$ cat config.mk
export PLATFORM = sky130hd
export DESIGN_NAME = pinwatch_irq
export DESIGN_NICKNAME = d
export VERILOG_FILES = /design/src/rtl/pinwatch_pkg.sv /design/src/rtl/pinwatch_ctl.sv /design/src/rtl/pinwatch_dp.sv /design/src/rtl/pinwatch_irq.sv
export SDC_FILE = /design/constraint.sdc
export NUM_CORES = 1
export LEC_CHECK = 0
export BUFFER_PORTS_ARGS = -buffer_cell sky130_fd_sc_hd__clkbuf_2
export CAP_MARGIN = 20
export CORE_ASPECT_RATIO = 0.8
export CORE_MARGIN = 4
export CORE_UTILIZATION = 50
export CTS_CLUSTER_DIAMETER = 80
export DETAILED_ROUTE_END_ITERATION = 8
export HOLD_SLACK_MARGIN = 0.03
export PLACE_DENSITY = 0.7
export SYNTH_ARGS = -nofsm -noshare
export SYNTH_HDL_FRONTEND = slang
export SYNTH_SLANG_ARGS = --single-unit
$ cat constraint.sdc
create_clock -name clk -period 3.4 [get_ports clk]
set_clock_uncertainty 0.2 [all_clocks]
set_input_delay 0.68 -clock clk [delete_from_list [all_inputs] [get_ports clk]]
set_output_delay 0.68 -clock clk [all_outputs]
set_load 0.05 [all_outputs]
$ cat src/rtl/pinwatch_pkg.sv
package pinwatch_pkg;
  localparam int NUM_PINS   = 31;
  localparam int GROUP_W    = 8;
  localparam int NUM_GROUPS = 4;
  localparam int BUS_W      = 8;
  localparam int NUM_SRC    = NUM_GROUPS + 1;
  localparam int SEL_W      = $clog2(NUM_SRC);
  localparam int GIDX_W     = $clog2(NUM_GROUPS);
  localparam int PAD_W      = NUM_GROUPS * GROUP_W;

  localparam logic [1:0] SENSE_LOW  = 2'b00;
  localparam logic [1:0] SENSE_ANY  = 2'b01;
  localparam logic [1:0] SENSE_FALL = 2'b10;
  localparam logic [1:0] SENSE_RISE = 2'b11;

  localparam logic [BUS_W-1:0] ADDR_CFG  = 8'h69;
  localparam logic [BUS_W-1:0] ADDR_ENA  = 8'h3D;
  localparam logic [BUS_W-1:0] ADDR_FLAG = 8'h3C;
  localparam logic [BUS_W-1:0] MASK_ADDR [NUM_GROUPS] = '{8'h6B, 8'h6C, 8'h6D, 8'h73};

  typedef enum logic [2:0] {RD_NONE, RD_CFG, RD_ENA, RD_FLAG, RD_MASK} rdsel_t;

  // Strobes from control to datapath
  typedef struct packed {
    logic                  wrCfg;
    logic                  wrEna;
    logic                  wrFlag;
    logic [NUM_GROUPS-1:0] wrMask;
    logic [NUM_SRC-1:0]    ackClr;
  } strobe_t;

  // Mask bits that map onto an existing pin
  function automatic logic [GROUP_W-1:0] validBits(input int g);
    logic [GROUP_W-1:0] v;
    for (int b = 0; b < GROUP_W; b++) v[b] = (g * GROUP_W + b) < NUM_PINS;
    return v;
  endfunction
endpackage

$ cat src/rtl/pinwatch_ctl.sv
module pinwatch_ctl
  import pinwatch_pkg::*;
(
  input  logic               busWr,
  input  logic [BUS_W-1:0]   busAddr,
  input  logic               ackIn,
  input  logic [NUM_SRC-1:0] reqVec,
  output strobe_t            strb,
  output rdsel_t             rdSel,
  output logic [GIDX_W-1:0]  rdGrp,
  output logic               irqReq,
  output logic [SEL_W-1:0]   irqSel
);
  logic [SEL_W-1:0] selIdx;

  assign irqReq = |reqVec;
  assign irqSel = selIdx;

  // Fixed priority: lowest index wins
  always_comb begin
    selIdx = '0;
    for (int i = NUM_SRC - 1; i >= 0; i--)
      if (reqVec[i]) selIdx = SEL_W'(i);
  end

  always_comb begin
    strb  = '0;
    rdSel = RD_NONE;
    rdGrp = '0;
    if (busAddr == ADDR_CFG) begin
      rdSel      = RD_CFG;
      strb.wrCfg = busWr;
    end
    if (busAddr == ADDR_ENA) begin
      rdSel      = RD_ENA;
      strb.wrEna = busWr;
    end
    if (busAddr == ADDR_FLAG) begin
      rdSel       = RD_FLAG;
      strb.wrFlag = busWr;
    end
    for (int g = 0; g < NUM_GROUPS; g++) begin
      if (busAddr == MASK_ADDR[g]) begin
        rdSel          = RD_MASK;
        rdGrp          = GIDX_W'(g);
        strb.wrMask[g] = busWr;
      end
    end
    strb.ackClr = (ackIn && irqReq) ? (NUM_SRC'(1) << selIdx) : '0;
  end
endmodule

$ cat src/rtl/pinwatch_dp.sv
module pinwatch_dp
  import pinwatch_pkg::*;
(
  input  logic                clk,
  input  logic                rstN,
  input  logic                extPin,
  input  logic [NUM_PINS-1:0] pinIn,
  input  logic                gie,
  input  logic [BUS_W-1:0]    wrData,
  input  strobe_t             strb,
  input  rdsel_t              rdSel,
  input  logic [GIDX_W-1:0]   rdGrp,
  output logic [NUM_SRC-1:0]  reqVec,
  output logic [NUM_SRC-1:0]  flagQ,
  output logic [1:0]          senseQ,
  output logic [BUS_W-1:0]    rdData
);
  logic [PAD_W-1:0]   pinPad, syncA, syncB, syncC, pinToggle;
  logic               extA, extB, extC, extEvent, extFlag, extVis, extClr;
  logic [1:0]         senseReg;
  logic [NUM_SRC-1:0] enaReg;
  logic [GROUP_W-1:0] maskReg [NUM_GROUPS];
  logic [NUM_GROUPS-1:0] grpFlag, grpHit, grpClr;

  assign pinPad = PAD_W'(pinIn);

  // Two synchronizer stages plus one history stage
  always_ff @(posedge clk or negedge rstN) begin
    if (!rstN) begin
      syncA <= '0; syncB <= '0; syncC <= '0;
      extA  <= 1'b0; extB <= 1'b0; extC <= 1'b0;
    end else begin
      syncA <= pinPad; syncB <= syncA; syncC <= syncB;
      extA  <= extPin; extB  <= extA;  extC  <= extB;
    end
  end

  assign pinToggle = syncB ^ syncC;

  always_comb begin
    unique case (senseReg)
      SENSE_ANY:  extEvent = extB ^ extC;
      SENSE_FALL: extEvent = extC & ~extB;
      SENSE_RISE: extEvent = ~extC & extB;
      default:    extEvent = 1'b0;
    endcase
  end

  assign extClr = strb.ackClr[0] | (strb.wrFlag & wrData[0]);
  assign extVis = extFlag & (senseReg != SENSE_LOW);

  always_ff @(posedge clk or negedge rstN) begin
    if (!rstN) begin
      senseReg <= SENSE_LOW;
      enaReg   <= '0;
      extFlag  <= 1'b0;
    end else begin
      if (strb.wrCfg) senseReg <= wrData[1:0];
      if (strb.wrEna) enaReg   <= wrData[NUM_SRC-1:0];
      if (senseReg == SENSE_LOW) extFlag <= 1'b0;
      else if (extEvent)         extFlag <= 1'b1;
      else if (extClr)           extFlag <= 1'b0;
    end
  end

  for (genvar g = 0; g < NUM_GROUPS; g++) begin : gGrp
    assign grpHit[g] = enaReg[g+1] & (|(pinToggle[g*GROUP_W +: GROUP_W] & maskReg[g]));
    assign grpClr[g] = strb.ackClr[g+1] | (strb.wrFlag & wrData[g+1]);
    assign reqVec[g+1] = gie & enaReg[g+1] & grpFlag[g];
  end

  always_ff @(posedge clk or negedge rstN) begin
    if (!rstN) begin
      grpFlag <= '0;
      for (int g = 0; g < NUM_GROUPS; g++) maskReg[g] <= '0;
    end else begin
      for (int g = 0; g < NUM_GROUPS; g++) begin
        if (strb.wrMask[g]) maskReg[g] <= wrData[GROUP_W-1:0] & validBits(g);
        if (grpHit[g])      grpFlag[g] <= 1'b1;
        else if (grpClr[g]) grpFlag[g] <= 1'b0;
      end
    end
  end

  assign reqVec[0] = gie & enaReg[0] & ((senseReg == SENSE_LOW) ? ~extB : extVis);
  assign flagQ     = {grpFlag, extFlag};
  assign senseQ    = senseReg;

  always_comb begin
    unique case (rdSel)
      RD_CFG:  rdData = BUS_W'(senseReg);
      RD_ENA:  rdData = BUS_W'(enaReg);
      RD_FLAG: rdData = BUS_W'({grpFlag, extVis});
      RD_MASK: rdData = BUS_W'(maskReg[rdGrp]);
      default: rdData = '0;
    endcase
  end
endmodule

$ cat src/rtl/pinwatch_irq.sv
module pinwatch_irq
  import pinwatch_pkg::*;
(
  input  logic                clk,
  input  logic                rstN,
  input  logic                busWr,
  input  logic [BUS_W-1:0]    busAddr,
  input  logic [BUS_W-1:0]    busWrData,
  output logic [BUS_W-1:0]    busRdData,
  input  logic                extPin,
  input  logic [NUM_PINS-1:0] pinIn,
  input  logic                gie,
  input  logic                ackIn,
  output logic                irqReq,
  output logic [SEL_W-1:0]    irqSel
);
  strobe_t            strb;
  rdsel_t             rdSel;
  logic [GIDX_W-1:0]  rdGrp;
  logic [NUM_SRC-1:0] reqVec, flagQ;
  logic [1:0]         senseQ;

  pinwatch_ctl u_ctl (
    .busWr(busWr), .busAddr(busAddr), .ackIn(ackIn), .reqVec(reqVec),
    .strb(strb), .rdSel(rdSel), .rdGrp(rdGrp), .irqReq(irqReq), .irqSel(irqSel)
  );

  pinwatch_dp u_dp (
    .clk(clk), .rstN(rstN), .extPin(extPin), .pinIn(pinIn), .gie(gie),
    .wrData(busWrData), .strb(strb), .rdSel(rdSel), .rdGrp(rdGrp),
    .reqVec(reqVec), .flagQ(flagQ), .senseQ(senseQ), .rdData(busRdData)
  );
endmodule

== Yosys cells after proc, flatten, opt, wreduce, memory -nomap -nowiden ==
Index checks and enable logic that the tools add are counted.
Word-level totals
  register bits after elaboration: 139
  input port bits: 53
  output and inout port bits: 12
  logic and storage cells: 122
Cells by class
  magnitude comparators: 1
  equal/unequal tests: 14
  shifts and indexed selects: 1
  muxes and demuxes: 40
  bitwise operators: 36
  reduce and logical (&&, ||, !) cells: 13
Operator list (number)
  8-bit by 7-bit equality test with 1-bit output (second input constant): 5
  8-bit case mux with 4 select lines: 1
  8-bit OR reduction: 4
  31-bit XOR: 1
  3-bit two-way mux: 9
  8-bit AND: 3
  1-bit AND: 22
  1-bit two-way mux: 21
  8-bit binary-select mux with 2-bit select: 1
  8-bit by 6-bit equality test with 1-bit output (second input constant): 2
  8-bit two-way mux: 2
  2-bit nonzero test: 5
  8-bit by 7-bit AND with 8-bit output: 1
  2-bit two-way mux: 4
  3-bit by 2-bit equality test with 1-bit output (second input constant): 2
  5-bit two-way mux: 1
  1-bit bitwise OR: 5
  5-bit OR reduction: 1
  1-bit by 3-bit left shift with 5-bit output (first input constant): 1
  2-bit equality test (second input constant): 2
  3-bit by 1-bit equality test with 1-bit output (second input constant): 1
  3-bit equality test (second input constant): 1
  3-bit >= comparator (second input constant): 1
  2-bit NOT with 3-bit output: 1
  7 further kinds: 8

== Longest topological paths before layout ==
Gate-level depths: netlist of the first run.
  depth after elaboration: 13
  depth in mapped cells: 7
  gate-level depth less buffers: 6

== Cells and area by module ==
Synthesis of the first run repeated with hierarchy kept, for this count alone.
Unflattened totals
  cell total of the unflattened synthesis: 352
  area total of the unflattened synthesis: 5193.7 um2
Modules (own cells, without submodules)
  pinwatch_dp: times used 1, cells an instance 304, area each 4888.4 um2, seq. area each 3478.3 um2
  pinwatch_ctl: times used 1, cells an instance 48, area each 305.3 um2, seq. area each 0.0 um2

== Worst setup path before layout of the first run ==
No wires, ideal clock.
  kind: input to output
  start point: input busAddr[0]
  end point: output busRdData[5]
  arrival time: 2.774 ns
  required time: 2.520 ns
  slack: -0.254 ns
  cell stages on the path: 7
  path buffers: 2
  cell sequence: buf_6 nand2b_4 or3_1 buf_6 nand2_1 a21oi_1 a211oi_1
Between the ends
  longest elaborated chain between the ends: 10
  elaborated cells on any way between the ends: 26
  classes of those cells: 11 x eq/ne; 14 x mux; 1 x bitwise
Ends and longest elaborated chain
  from (decl): RTL line pinwatch_irq.sv:7  | input logic [BUS_W-1:0] busAddr,
  8-bit by 7-bit equality test with 1-bit output: RTL line pinwatch_ctl.sv:30  | if (busAddr == ADDR_CFG) begin
  1-bit two-way mux: RTL line pinwatch_ctl.sv:30
  2-bit two-way mux: RTL line pinwatch_ctl.sv:34  | if (busAddr == ADDR_ENA) begin
  2-bit two-way mux: RTL line pinwatch_ctl.sv:38  | if (busAddr == ADDR_FLAG) begin
  3-bit two-way mux (4 in a row): RTL line pinwatch_ctl.sv:43  | if (busAddr == MASK_ADDR[g]) begin
  3-bit equality test (tied with other cells): RTL line pinwatch_dp.sv:90  | unique case (rdSel)
  8-bit case mux with 4 select lines (*): RTL line pinwatch_dp.sv:90
  to (decl): RTL line pinwatch_irq.sv:9  | output logic [BUS_W-1:0] busRdData,
Mark *: on every way between the ends. The rest lies on a longest branch, timed or not. The select of a mux whose other input is x is not followed.

== Final worst setup path of the first run ==
  start point: input busAddr[4]
  end point: output busRdData[0]
The elaborated chain is that of the path after synthesis.

==> results of run 1 <==
==> synth_stat cells, types with 3 or more instances <==
master and number:
dfrtp_1 139, mux2_2 38, xor2_1 31, a22oi_1 18
nand3_1 11, nand2_1 8, a21oi_1 7, inv_1 6
nand4_1 6, and3_1 5, mux2i_1 5, nor3_1 5
a32o_1 4, nand2b_1 4, and2_1 3, o21a_1 3
o21ai_0 3, o221ai_1 3, o22a_1 3
==> how the worst max path moves through the flow <==
| stage | endpoint | slack (ns) | depth (start not counted) |
|---|---|---|---|
| 5_1_grt | busRdData[0] | 0.01 | 7 |
| 2_1_floorplan | busRdData[5] | -0.25 | 7 |
| 3_5_place_dp | busRdData[5] | 0.06 | 7 |
| 6_report | busRdData[0] | 0.09 | 7 |
| 3_3_place_gp | busRdData[5] | 0.1 | 7 |
| 4_1_cts | busRdData[5] | 0.06 | 7 |
==> flip-flops by register name, summed over array words and instances, names as in the netlist <==
name / flops
u_dp.maskReg: 31
u_dp.syncA: 31
u_dp.syncB: 31
u_dp.syncC: 31
u_dp.enaReg: 5
u_dp.grpFlag: 4
u_dp.senseQ: 2
u_dp.extA: 1
u_dp.extB: 1
u_dp.extC: 1
u_dp.extFlag: 1
==> cells in the final DEF, fill, tap and decap left out, types with 2 or more instances in the layout <==
cell        instances
o21a_1              3
nor2_1              2
mux2_2             38
nor3_1              5
clkbuf_2           63
nand3_1            11
dfrtp_1           139
a32oi_1             2
clkinv_2            3
o22a_1              3
and3_1              5
clkinvlp_4          2
a21oi_1             7
a22oi_1            18
clkbuf_16          17
nand4_1             6
xor2_1             31
nand4b_1            2
mux2i_1             5
o21bai_1            2
clkinv_4            3
o21ai_1             4
a211oi_1            2
nand2b_1            4
o221ai_1            3
inv_1               6
buf_4               6
a32o_1              4
nand2_1             8
ha_1                2
a22o_1              2
and2_1              3
clkbuf_1            3
==> worst max-delay path: cells and delay by family <==
kind | cells | cell delay, ns
buffers and inverters | 2 | 0.41
AO/OA/AOI/OAI | 2 | 0.43
AND/OR/NAND/NOR | 3 | 0.90
==> kinds of logic after synthesis <==
group | Yosys count | share of synthesized area
multiplexers | 43 | 0.0923
buffers and inverters | 14 | 0.0145
AO/OA/AOI/OAI | 59 | 0.0882
AND/OR/NAND/NOR | 59 | 0.0740
adder cells (fa/ha/maj) | 2 | 0.00483
flip-flops | 139 | 0.672
XOR/XNOR | 32 | 0.0541
==> through the flow <==
| stage | cells | utilization | TNS [ns] | power, mW |
|---|---|---|---|---|
| 2_1_floorplan | 348 | - | -0.507 | 1.92 |
| 3_3_place_gp | 547 | 0.577 | 0 | 2.03 |
| 3_5_place_dp | 547 | 0.577 | 0 | 2.04 |
| 4_1_cts | 578 | 0.633 | 0 | 3.74 |
| 5_1_grt | 578 | 0.633 | 0 | 3.86 |
| 6_report | 578 | 0.633 | 0 | 3.70 |
==> what timing repair did <==
| item | 4_1_cts | 5_1_grt |
|---|---|---|
| hold buffers | 0 | 0 |
| endpoints found under the setup margin | 0 | 2 |
| gates resized for setup | 0 | 1 |
==> layout make-up <==
type / count / area [µm²] / area share
flip-flops and latches: 139 / 3480 / 0.558
clock inverters: 10 / 95.1 / 0.0152
repair buffers: 71 / 392 / 0.0628
clock buffers: 21 / 450 / 0.0722
multi-input cells: 195 / 1630 / 0.261
well taps: 136 / 170 / 0.0273
inverters: 6 / 22.5 / 0.00361
==> layer usage <==
| metal | vias up | share of wire |
|---|---|---|
| met4 | 0 | 0.018 |
| met3 | 17 | 0.078 |
| met5 | - | 0 |
| met1 | 1562 | 0.45 |
| met2 | 122 | 0.45 |
| li1 | 1447 | - |
==> power by group <==
group          internal (mW)  switching [mW]  leakage (nW)
clock                   1.02           0.669         0.263
sequential              1.75          0.0624          1.71
combinational         0.0905           0.108         0.997
total                   2.86           0.840          2.97
==> metrics.md, run 1 <==
| Metric | Value |
|---|---|
| RR Endpoint | u_dp.grpFlag[2] |
| Status | finished, final reports clean |
| Full die area | 0.0121 mm² |
| Worst flop-to-flop path startpoint | u_dp.senseQ[1] |
| R2R cell count | 5 |
| Initial Utilization | 0.526 |
| Number of port buffers | 64 |
| Number of diodes | 0 |
| CP Class | in -> out |
| Final Cycle Share | 0.974 |
| Via density | 5.45 |
| Worst path cell trace | clkbuf_2 > and4bb_1 > and2_1 > nor2_2 > a211o_1 > o21ai_1 > clkbuf_2 |
| Final setup fails | 0 |
| Die Y | 99.0 µm |
| Area contributors post-synth | dfrtp_1, mux2_2, xor2_1 |
| Met1 Usage GRT | 0.256 |
| Crit start category | input port |
| Final Critical Period | 3.31 ns |
| Critical path origin | busAddr[4] |
| Global-route wire length before repair | 16,700 µm |
| Area after DPL | 0.00569 mm² |
| Worst EP arrival | 2.43 ns |
| Synth cell types | 56 |
| Worst-margin pin slew | 0.604 ns |
| Slowest-stage cell, CP | and4bb_1 |
| Post-synth EDFFs | 0 |
| Global Route Usage Sum | 0.186 |
| FF-to-FF setup slack | 1.34 ns |
| Overflow after GRT | 0 |
| Pre-CTS setup slack | 0.0640 ns |
| Largest net degree at the start of global routing | 67 |
| Cell mode on critical path | clkbuf_2 |
| CTS sink cnt | 139 |
| CTS root buffer | clkbuf_16 |
| Clk Latency, worst-skew pair | 0.42 ns |
| TritonCTS buffer count | 17 |
| Critical Path RT | 2.52 ns |
| Top FF cell, synth | dfrtp_1 |
| Clock Path Buffers | 2 |
| FP Rows | 32 |
| Die X | 122 µm |
| Post-synthesis average cell area | 14.9 µm² |
| Fin worst setup slack | 0.0885 ns |
| Fin Hold WS | 0.0512 ns |
| Max-slew violations | 0 |
| Initial antenna violation count | 0 |
| Most Crowded Layer GR | met2 |
| Cell area after synthesis | 0.00518 mm² |
| Maximum VDD drop | 0.603 mV |
| Post-layout nets | 485 |
| Post-synthesis sequential area ratio | 0.672 |
| Routed WL | 10,200 µm |
| Vias in the first global route | 3,194 |
| Total number of vias | 3,148 |
| Met3 Use GR | 0.0734 |
| Router iterations before antenna repair | 4 |
| HP Class | in -> async |
| Synthesized instance count | 348 |
| H-tree depth | 4 |
| Critical path peak fanout | 8 |
| Initial DRC count | 292 |
| Async SR Flop Fraction | 1.00 |
| DRT antenna net count | 0 |
| Layout cells sized above 1 | 0.330 |
| DP HPWL | 7180 µm |
| Post-CTS setup buffers | 0 |
| Layout fillers | 732 |
| Core footprint | 0.00985 mm² |
| IO Count | 65 |
| # Max-Cap Violations | 0 |
| Routability cong. | 0.929 |
| Flops & latches, synth | 139 |
| Warnings from Yosys | 0 |
| Slew margin rel. | 0.597 |
| Fmax | 302 MHz |
| RSZ-0062 raised after global routing | no |
| Worst-path clk slew | 0.05 ns |
| Fin area | 0.00624 mm² |
| Synth area leader | dfrtp_1 |
| WL/cell | 17.7 µm |
| Pwr/cell area | 593 mW/mm² |
| Synth Net Count | 403 |
| CP Capture Type | output pin |
| DRC viols | 0 |
| M2 GR Usage | 0.273 |
| Final hold violations | 0 |
| Layout area overhead | 20.5% |
| Leak | 2.97 nW |
| Slowest Stage Delay on Critical Path | 0.40 ns |
| CTS tree | built |
| Yosys top cell area share | 0.672 |
Note: power is estimated with default switching activity, not from simulation.
==> run 2: changes to the inputs <==
--- a/config.mk
+++ b/config.mk
@@ -10,6 +10,7 @@
 export CORE_ASPECT_RATIO = 0.8
 export CORE_MARGIN = 4
 export CORE_UTILIZATION = 50
+export CTS_BUF_LIST = sky130_fd_sc_hd__clkbuf_4
 export CTS_CLUSTER_DIAMETER = 80
 export DETAILED_ROUTE_END_ITERATION = 8
 export HOLD_SLACK_MARGIN = 0.03
==> metrics.md, run 2 (synthesis results as in run 1) <==
| Metric | Value |
|---|---|
| Clk Latency, worst-skew pair | 0.53 ns |
| Core footprint | 0.00985 mm² |
| RSZ-0062 raised after global routing | no |
| Area after DPL | 0.00569 mm² |
| Die X | 122 µm |
| Max-slew violations | 0 |
| Full die area | 0.0121 mm² |
| Critical path peak fanout | 9 |
| Status | finished, final reports clean |
| Commonest non-fill, non-tap cell in the layout | dfrtp_1 |
| Via density | 5.30 |
| CTS tree | built |
| DP HPWL | 7180 µm |
| Leak | 2.98 nW |
| Crit start category | input port |
| Initial antenna violation count | 0 |
| Router iterations before antenna repair | 4 |
| Maximum VDD drop | 0.377 mV |
| H-tree depth | 4 |
| Number of port buffers | 64 |
| Clock Path Buffers | 2 |
| WL/cell | 16.7 µm |
| Global-route wire length before repair | 16,800 µm |
| Layout fillers | 737 |
| Final setup fails | 0 |
| Slew margin rel. | 0.592 |
| Critical Path RT | 2.52 ns |
| # Max-Cap Violations | 0 |
| Number of diodes | 0 |
| Worst-margin pin slew | 0.612 ns |
| Layout cells sized above 1 | 0.314 |
| Layout area overhead | 21.2% |
| Global Route Usage Sum | 0.184 |
| Most frequent cells in the layout | dfrtp_1, clkbuf_2, mux2_2 |
| CP Capture Type | output pin |
| DRC viols | 0 |
| Post-layout nets | 518 |
| Die Y | 99.0 µm |
| Fin Hold WS | 0.151 ns |
| DRT antenna net count | 0 |
| Routability cong. | 0.929 |
| CTS root buffer | clkbuf_4 |
| Final Cycle Share | 0.970 |
| Final hold violations | 0 |
| CTS sink cnt | 139 |
| Overflow after GRT | 0 |
| Fmax | 303 MHz |
| HP Class | reg -> reg |
| Vias in the first global route | 3,303 |
| IO Count | 65 |
| Final core utilization | 0.637 |
| Routed WL | 10,200 µm |
| FP Rows | 32 |
| Multi-input combinational cell area | 0.00163 mm² |
| CP Class | in -> out |
| Initial DRC count | 266 |
| Largest net degree at the start of global routing | 67 |
| Register area | 0.00348 mm² |
| Initial Utilization | 0.526 |
| Final Critical Period | 3.30 ns |
| Total number of vias | 3,237 |
| TritonCTS buffer count | 17 |
| Worst-path clk slew | 0.11 ns |
| Fin area | 0.00627 mm² |
| Post-CTS setup buffers | 0 |
| Pwr/cell area | 477 mW/mm² |
| Worst EP arrival | 2.42 ns |
-- run 2: critical path, stage by stage --
cell and delay [ns]:
clkbuf_2 0.11, and4bb_1 0.40, nand3_2 0.30, nand2_8 0.18, mux2i_1 0.08, a211oi_1 0.32
clkbuf_2 0.34
-- run 2: what timing repair did --
action | CTS | global route
hold buffers | 32 | 1
gates resized for setup | 0 | 2
hold endpoints to repair | 95 | 1
setup endpoints to repair | 0 | 3
-- run 2: through the flow --
step / power (mW) / worst slack (ns) / cells / setup TNS (ns)
floorplan: 1.92 / -0.254 / 348 / -0.507
finish: 2.99 / 0.102 / 611 / 0
CTS: 3.03 / 0.0604 / 610 / 0
detailed placement: 2.04 / 0.0640 / 547 / 0
global route: 3.14 / 0.0176 / 611 / 0
global placement: 2.03 / 0.0986 / 547 / 0
-- run 2: worst paths after layout --
path                           startpoint               end  slack (ns)  cells after the start
max reg2reg                u_dp.senseQ[1]   u_dp.grpFlag[3]        1.34                      5
max in group asynchronous            rstN  u_dp.maskReg[25]        1.73                      3
min in group asynchronous            rstN    u_dp.syncC[19]        0.50                      2
min reg2reg                u_dp.syncA[14]    u_dp.syncB[14]        0.15                      0
min                        u_dp.syncA[14]    u_dp.syncB[14]        0.15                      0
max                            busAddr[4]      busRdData[5]        0.10                      7
-- run 2: cell type report --
cell class                 instances  area share
inverter                           6     0.00359
clock buffer                      20      0.0239
tap                              136      0.0271
multi-input combinational        195       0.260
sequential                       139       0.555
clock inverter                    11      0.0158
timing repair buffer             104       0.115
-- run 2: per-layer routing --
layer  share of wire  global-route usage  up-vias  wire, µm
met1            0.45               0.257     1603      4630
met3           0.080              0.0568       15       817
met5               0                   0        -         0
li1                -                   -     1510         -
met4           0.015              0.0672        0       153
met2            0.45               0.274      109      4630
-- run 2: power by group --
group          leakage [nW]  internal [mW]  switching [mW]
combinational          1.14          0.115           0.114
clock                 0.137          0.382           0.575
sequential             1.71           1.74          0.0624
